## src/rtl/ris_pkg.sv

```systemverilog
package ris_pkg;

  typedef enum logic [1:0] {
    ST_REMOVED   = 2'd0,
    ST_INS_SCRUB = 2'd1,
    ST_REM_SCRUB = 2'd2,
    ST_INSERTED  = 2'd3
  } risState_e;

  // Strobes from the control FSM to the scrub timer
  typedef struct packed {
    logic load;  // load the timer with the complemented scrub time
    logic run;   // allow counting on tick
  } timerCtl_t;

endpackage

```

## src/rtl/ris_timer.sv

```systemverilog
module ris_timer
  import ris_pkg::*;
#(
  parameter int TW = 16
) (
  input  logic          clk,
  input  logic          rstN,
  input  timerCtl_t     ctl,
  input  logic [TW-1:0] tScrub,
  input  logic          tick,
  output logic          expired
);

  localparam int CW = TW + 1;

  logic [CW-1:0] count;

  // Loaded with the ones' complement of tScrub. The carry into the top bit
  // then appears after tScrub+1 ticks, which is when elapsed time exceeds tScrub.
  always_ff @(posedge clk) begin
    if (!rstN) begin
      count <= '0;
    end else if (ctl.load) begin
      count <= {1'b0, ~tScrub};
    end else if (ctl.run && tick && !count[CW-1]) begin
      count <= count + 1'b1;
    end
  end

  assign expired = count[CW-1];

endmodule

```

## src/rtl/ris_ctrl.sv

```systemverilog
module ris_ctrl
  import ris_pkg::*;
(
  input  logic      clk,
  input  logic      rstN,
  input  logic      joinReq,
  input  logic      scrubReq,
  input  logic      singleAttach,
  input  logic      maintMode,
  input  logic      pcmActive,
  input  logic      expired,
  output timerCtl_t ctl,
  output risState_e state,
  output logic      stateEvent
);

  risState_e nxt;
  logic      holdForActive;

  assign holdForActive = (singleAttach || maintMode) && !pcmActive;

  always_comb begin
    nxt      = state;
    ctl.load = 1'b0;
    ctl.run  = (state == ST_INS_SCRUB) || (state == ST_REM_SCRUB);
    unique case (state)
      ST_REMOVED: begin
        if (joinReq && !holdForActive) begin
          nxt      = ST_INS_SCRUB;
          ctl.load = 1'b1;
        end
      end
      ST_INS_SCRUB: begin
        if (!joinReq) begin
          nxt      = ST_REM_SCRUB;
          ctl.load = 1'b1;
        end else if (scrubReq) begin
          ctl.load = 1'b1;
        end else if (expired) begin
          nxt = ST_INSERTED;
        end
      end
      ST_INSERTED: begin
        if (!joinReq) begin
          nxt      = ST_REM_SCRUB;
          ctl.load = 1'b1;
        end else if (scrubReq) begin
          nxt      = ST_INS_SCRUB;
          ctl.load = 1'b1;
        end
      end
      ST_REM_SCRUB: begin
        if (expired) nxt = ST_REMOVED;
      end
      default: nxt = ST_REMOVED;
    endcase
  end

  always_ff @(posedge clk) begin
    if (!rstN) begin
      state      <= ST_REMOVED;
      stateEvent <= 1'b0;
    end else begin
      state      <= nxt;
      stateEvent <= (nxt != state);
    end
  end

endmodule

```

## src/rtl/ring_insert_ctl.sv

```systemverilog
module ring_insert_ctl
  import ris_pkg::*;
#(
  parameter int TW = 16
) (
  input  logic          clk,
  input  logic          rstN,
  input  logic          joinReq,
  input  logic          scrubReq,
  input  logic          singleAttach,
  input  logic          maintMode,
  input  logic          pcmActive,
  input  logic [TW-1:0] tScrub,
  input  logic          tick,
  output logic [1:0]    stateCode,
  output logic          joined,
  output logic          idleSel,
  output logic          bypassCtl,
  output logic          stateEvent
);

  timerCtl_t ctl;
  risState_e state;
  logic      expired;

  ris_ctrl u_ctrl (
    .clk         (clk),
    .rstN        (rstN),
    .joinReq     (joinReq),
    .scrubReq    (scrubReq),
    .singleAttach(singleAttach),
    .maintMode   (maintMode),
    .pcmActive   (pcmActive),
    .expired     (expired),
    .ctl         (ctl),
    .state       (state),
    .stateEvent  (stateEvent)
  );

  ris_timer #(.TW(TW)) u_timer (
    .clk    (clk),
    .rstN   (rstN),
    .ctl    (ctl),
    .tScrub (tScrub),
    .tick   (tick),
    .expired(expired)
  );

  assign stateCode = state;
  assign joined    = (state == ST_INSERTED);
  assign idleSel   = (state == ST_INS_SCRUB) || (state == ST_REM_SCRUB);
  assign bypassCtl = (state != ST_REMOVED);

endmodule

```

## config.mk

```make
export PLATFORM = sky130hd
export DESIGN_NAME = ring_insert_ctl
export DESIGN_NICKNAME = d
export VERILOG_FILES = /design/src/rtl/ris_pkg.sv /design/src/rtl/ris_timer.sv /design/src/rtl/ris_ctrl.sv /design/src/rtl/ring_insert_ctl.sv
export SDC_FILE = /design/constraint.sdc
export NUM_CORES = 1
export LEC_CHECK = 0
export BUFFER_PORTS_ARGS = -buffer_cell sky130_fd_sc_hd__buf_2
export CAP_MARGIN = 20
export CORE_MARGIN = 5
export CORE_UTILIZATION = 25
export CTS_CLUSTER_SIZE = 28
export DETAILED_ROUTE_END_ITERATION = 10
export GPL_TIMING_DRIVEN = 0
export PLACE_DENSITY = 0.43
export SYNTH_ARGS = -nofsm -noshare
export SYNTH_HDL_FRONTEND = slang
export SYNTH_SLANG_ARGS = --single-unit
```

## constraint.sdc

```tcl
create_clock -name clk -period 1.9 [get_ports clk]
set_input_delay 0.095 -clock clk [delete_from_list [all_inputs] [get_ports clk]]
set_output_delay 0.095 -clock clk [all_outputs]
set_load 0.02 [all_outputs]
```

==> flow_summary_export.csv, run 1 <==
group,metric,value,unit
outcome,status,"finished clean",
min_path,holdPathStages,2,
detailed_routing,vias_per_cell,5.00,
yosys,syn-num-nets,191,
yosys,syn-cell-area,1370,um2
grt,grt_pass1_vias,1489,
sta,maxSlewViolCount,0,
grt,grt_pass1_wl,7310,um
critical_path,required,2.08,ns
finish,diodes,0,
placement,hpwl,2970,um
finish,instances_no_fill,277,
placement,numPlacedInstances,260,
yosys,netlist.area_leader.share,29.3,%
sta,hold_violations,0,
detailed_routing,vias,1385,
run,maxCapViolCount,0,
min_path,hold_path_class,"in -> reg",
min_path,hp-start,"tScrub[6]",
yosys,synth_warnings,0,
critical_path,cp-end-kind,"flop",
critical_path,cp-start-kind,"flop",
yosys,synthCells,160,
yosys,synth_cell_types,45,
floorplan,die_w,83.9,um
clock_network,cts_tree,"built",
clock_network,cts_buffers,3,
placement,port_buffers,28,
yosys,synth-seq-area-share,29.3,%
pwr,ir_drop,0.210,mV
detailed_routing,wl_per_cell,15.2,um
yosys,synth.largest_area_cell,"dfxtp_1",
yosys,synthTopCellsByArea,"dfxtp_1 29%, ha_1 6.4%, a211oi_1 4.4%, a21oi_1 4.0%, inv_1 3.8%",
grt,top_usage_layer,"met2",
floorplan,die_h,83.9,um
grt,antenna_found_initial,0,
grt,grt_max_degree,12,
grt,grtUsageMet2,21.8,%
min_path,hold_path_end,"u_timer.count[6]",
finish,syn2layout_area_growth,34.8,%
pwr,power.total,1.17,mW
grt,grt_use_met1,15.2,%
sta,fin_skew,0.00829,ns
critical_path,worstPathArrival,2.02,ns
clock_network,clk_pin_slew,0.08,ns
detailed_routing,drc_errors,0,
sta,slew_headroom,63.3,%
critical_path,timing.rr.start,"u_ctrl.state[0]",
floorplan,start_util,25.3,%
grt,grt_overflow_total,0,
clock_network,clock-sinks,20,
sta,max_freq,544,MHz
critical_path,critPathMaxFanout,6,
grt,track_usage,12.5,%
sta,period_share,96.8,%
detailed_routing,drt_iter0_drc,59,
sta,finalSetupViolCount,0,
sta,worstMarginPinSlew,0.551,ns
critical_path,rrSetupSlack,0.06,ns
detailed_routing,routed_wl,4200,um
yosys,synth_flop_cell,"dfxtp_1",
placement,gp_congestion,0.816,
sta,min_period,1.84,ns
grt,grt_util_met3,2.17,%
critical_path,worstSetupPathType,"reg -> reg",
yosys,ys_ff_latch,20,
pwr,powerDensity,635,nW/um2
floorplan,rows,27,
critical_path,r2r_cells,6,
yosys,synthArstFlopShare,0,%
sta,rsz0062_at_grt,"yes",
detailed_routing,drtPass1Iterations,4,
clock_network,cts-root-buf,"clkbuf_8",
floorplan,num_io_pins,30,
pwr,p_leak,0.726,nW
finish,finalNetCount,237,
yosys,syn_area_per_cell,8.53,um2
clock_network,clk_latency,0.27,ns
finish,drive_gt1_share,35.6,%
yosys,synth_edf_count,0,
critical_path,reg2reg_to,"u_timer.count[10]",
detailed_routing,postRouteAntennaNets,0,
floorplan,core,5410,um2
clock_network,htreeDepth,1,
clock_network,cts_buffer_depth,2,
floorplan,die-area,7040,um2
critical path, stage by stage, from the launching register on:
cell      delay, ns
dfxtp_4        0.40
inv_6          0.05
ha_4           0.29
nand3b_4       0.08
or4_4          0.52
o22a_1         0.18
a221oi_2       0.22
report_power, final:
part           internal [mW]  total [mW]  leakage (nW)  switching [mW]
Clock                  0.144       0.293        0.0231           0.149
Sequential             0.468       0.529         0.167          0.0608
Combinational          0.171       0.347         0.537           0.176
Total                  0.784        1.17         0.726           0.385
cell type report:
type / count / area, um2
plain buffers: 5 / 31.3
clock buffers: 3 / 41.3
clock inverters: 1 / 3.75
fillers: 600 / 3560
inverters: 14 / 60.1
multi-input cells: 120 / 957
flip-flops and latches: 20 / 408
well taps: 72 / 90.1
repair buffers: 42 / 249
cells in the final DEF, fill, tap and decap left out, types with 3 or more instances in the layout:
cell type	n
a31o_2	3
buf_2	28
nor3_1	3
xnor2_1	6
ha_1	4
inv_1	12
xor2_1	3
buf_4	13
clkbuf_8	3
a211oi_1	8
a21oi_1	11
nand2_1	6
nor3b_1	7
o31ai_1	5
dfxtp_1	18
nor2_1	7
a221oi_2	3
nand3_1	7
nand4_1	6
kinds of logic (layout without fill, tap and decap cells):
group                    after synthesis  in the layout  share of synthesized area (%)
AO/OA/AOI/OAI                         49             49                           26.9
AND/OR/NAND/NOR                       54             54                           24.9
XOR/XNOR                               9              9                           5.77
flip-flops                            20             20                           29.3
multiplexers                           1              1                          0.733
buffers and inverters                 20             65                           5.87
adder cells (fa/ha/maj)                7              7                           6.42
how the worst max path moves through the flow:
| stage | endpoint | depth (start not counted) | start | slack [ns] |
|---|---|---|---|---|
| 3_5_place_dp | u_timer.count[1] | 7 | u_ctrl.state[1] | -0.21 |
| 6_report | u_timer.count[10] | 6 | u_ctrl.state[0] | 0.06 |
| 3_3_place_gp | u_timer.count[0] | 7 | u_ctrl.state[1] | -0.20 |
| 4_1_cts | u_timer.count[15] | 6 | u_ctrl.state[0] | 0.007 |
| 5_1_grt | u_timer.count[11] | 8 | u_ctrl.state[0] | -0.06 |
| 2_1_floorplan | u_timer.count[10] | 6 | u_ctrl.state[0] | -0.003 |
state kept, by name (all words and copies together) (netlist names):
signal	flops
u_ctrl.state	2
u_timer.count	17
u_ctrl.stateEvent	1
per-stage QoR:
step                       TNS, ns  instance area [um2]  hold slack (ns)  worst slack [ns]  utilization (%)
final                            0                 1840           0.0108            0.0606             34.1
after global routing        -0.170                 1840           0.0121           -0.0633             34.1
after CTS                        0                 1760           0.0122           0.00731             32.6
after detailed placement     -2.32                 1630            0.286            -0.211             30.2
after global placement       -2.07                 1630            0.282            -0.196             30.2
after floorplan           -0.00271                 1400            0.183          -0.00271                -
cell usage after synthesis (all sizes together), types with 4 or more instances:
cell type and count:
dfxtp 20, inv 14, a21oi 11, a211oi 8, nand3 8, ha 7, nor2 7, nor3b 7
nand2 6, nand4 6, xnor2 6, nor3 5, o31ai 5, a221oi 4, clkbuf 4
repair_timing:
item,CTS,global route
resized for setup,2,13
endpoints found under the setup margin,15,15
gates cloned,0,0
hold buffers,0,0
setup buffers,10,4
pin swaps,4,8
routing by layer:
layer	part of all wire [%]	routed length, um
met5	0	0
met4	1.1	46
met3	2.9	122
met2	51	2120
met1	45	1910
Power figures use the tool's default switching activity.
==> run 2: changes to the inputs <==
- CORE_ASPECT_RATIO: default -> 2
==> flow_summary_export.csv, run 2 (same netlist as run 1, synthesis figures left out) <==
group,metric,value,unit
sta,fin_skew,0.00611,ns
sta,rsz0062_at_grt,"yes",
critical_path,critPathMaxFanout,7,
finish,syn2layout_area_growth,35.1,%
sta,min_period,1.86,ns
finish,mostFrequentLayoutCells,"29 x buf_2, 18 x dfxtp_1, 12 x inv_1",
finish,post-route-util,34.3,%
finish,diodes,0,
clock_network,clk_pin_slew,0.08,ns
critical_path,worstSetupPathType,"reg -> reg",
critical_path,cp-end-kind,"flop",
detailed_routing,vias,1425,
grt,grt_overflow_total,0,
detailed_routing,wl_per_cell,17.1,um
sta,tns,0,ns
clock_network,cts_tree,"built",
detailed_routing,drc_errors,0,
grt,grt_max_degree,12,
placement,hpwl,3450,um
finish,largestRegisters,"u_timer.count x17, u_ctrl.state x2, u_ctrl.stateEvent x1",
critical_path,required,2.04,ns
clock_network,cts_buffers,3,
sta,hold_violations,0,
finish,stdcell_area,1840,um2
clock_network,postCtsHoldBufs,0,
grt,grt_pass1_vias,1523,
floorplan,rows,38,
grt,track_usage,12.6,%
clock_network,clock-sinks,20,
clock_network,cts_buffer_depth,2,
grt,grt_pass1_wl,7270,um
detailed_routing,drt_iter0_drc,43,
clock_network,clk_latency,0.27,ns
sta,worstMarginPinSlew,0.575,ns
finish,largest_register,"u_timer.count",
floorplan,num_io_pins,30,
floorplan,die_w,62.3,um
critical_path,worstPathArrival,2.00,ns
min_path,hold_path_class,"in -> reg",
detailed_routing,postRouteAntennaNets,0,
floorplan,start_util,25.4,%
placement,dpl_cell_area,1620,um2
pwr,powerDensity,664,nW/um2
finish,layout_commonest_cell,"buf_2",
sta,slew_headroom,61.7,%
detailed_routing,drtPass1Iterations,4,
finish,drive_gt1_share,34.6,%
detailed_routing,vias_per_cell,5.38,
sta,period_share,98.0,%
pwr,ir_drop,0.460,mV
pwr,p_leak,0.745,nW
finish,finalNetCount,237,
finish,largest_reg_flops,17,
run,maxCapViolCount,0,
sta,maxSlewViolCount,0,
floorplan,die_h,115,um
sta,finalSetupViolCount,0,
grt,antenna_found_initial,0,
floorplan,die-area,7130,um2
clock_network,htreeDepth,1,
finish,n_fill_cell,588,
placement,port_buffers,28,
critical_path,cp-start-kind,"flop",
placement,gp_congestion,0.800,
sta,max_freq,537,MHz
outcome,status,"finished clean",
floorplan,core,5370,um2
clock_network,cts-root-buf,"clkbuf_8",
detailed_routing,routed_wl,4530,um
[run 2: cell types whose count changed in the layout (fill, tap and decap cells not counted), sizes merged]
cell    before  now
clkbuf       7    8
clkinv       1    0
[run 2: report_power, final]
group	switching, mW	leakage [nW]	internal, mW
clock	0.152	0.0288	0.185
combinational	0.182	0.550	0.177
sequential	0.0605	0.167	0.468
[run 2: timing repair]
item | in CTS | in global routing
gates cloned | 0 | 1
endpoints found under the setup margin | 17 | 15
pin swaps | 4 | 7
buffers inserted | 7 | 5
gates resized for setup | 3 | 16
[run 2: cell type report]
class                           count  area, um2  share of cell area, %
Buffer                              6       42.5                   2.31
Clock buffer                        4       55.1                   2.99
Inverter                           14       60.1                   3.26
Multi-Input combinational cell    120        965                   52.3
Sequential cell                    20        408                   22.1
Tap cell                           60       75.1                   4.07
Timing Repair Buffer               41        239                   13.0
[run 2: metal layers]
metal | vias up | routed length, um | GRT usage (%)
li1 | 697 | - | -
met1 | 685 | 1590 | 11.8
met2 | 35 | 2670 | 25.3
met3 | 8 | 161 | 1.96
met4 | 0 | 108 | 6.09
met5 | - | 0 | 0
[run 2: through the flow]
step / cells / total power [mW] / worst slack, ns / hold slack [ns]
floorplan: 160 / 0.735 / -0.00271 / 0.183
global placement: 248 / 0.833 / -0.193 / 0.284
detailed placement: 248 / 0.837 / -0.202 / 0.292
CTS: 259 / 1.19 / -0.0131 / 0.0103
global route: 265 / 1.29 / -0.0281 / 0.00873
finish: 265 / 1.22 / 0.0381 / 0.00332
[run 2: worst max-delay path, stage by stage, from the launching register on]
cell and delay, ns:
dfxtp_4 0.37, buf_4 0.15, ha_4 0.18, or2_4 0.24, a32oi_4 0.34, buf_6 0.18, a2bb2oi_1 0.20, a221oi_2 0.08
[run 2: final timing paths]
kind,startpoint,to,slack (ns),cells past startpoint
worst max-delay path,u_ctrl.state[0],u_timer.count[11],0.04,7
worst min-delay path,tScrub[9],u_timer.count[9],0.003,2
worst max register to register,u_ctrl.state[0],u_timer.count[11],0.04,7
worst min register to register,u_timer.count[10],u_timer.count[10],0.52,2
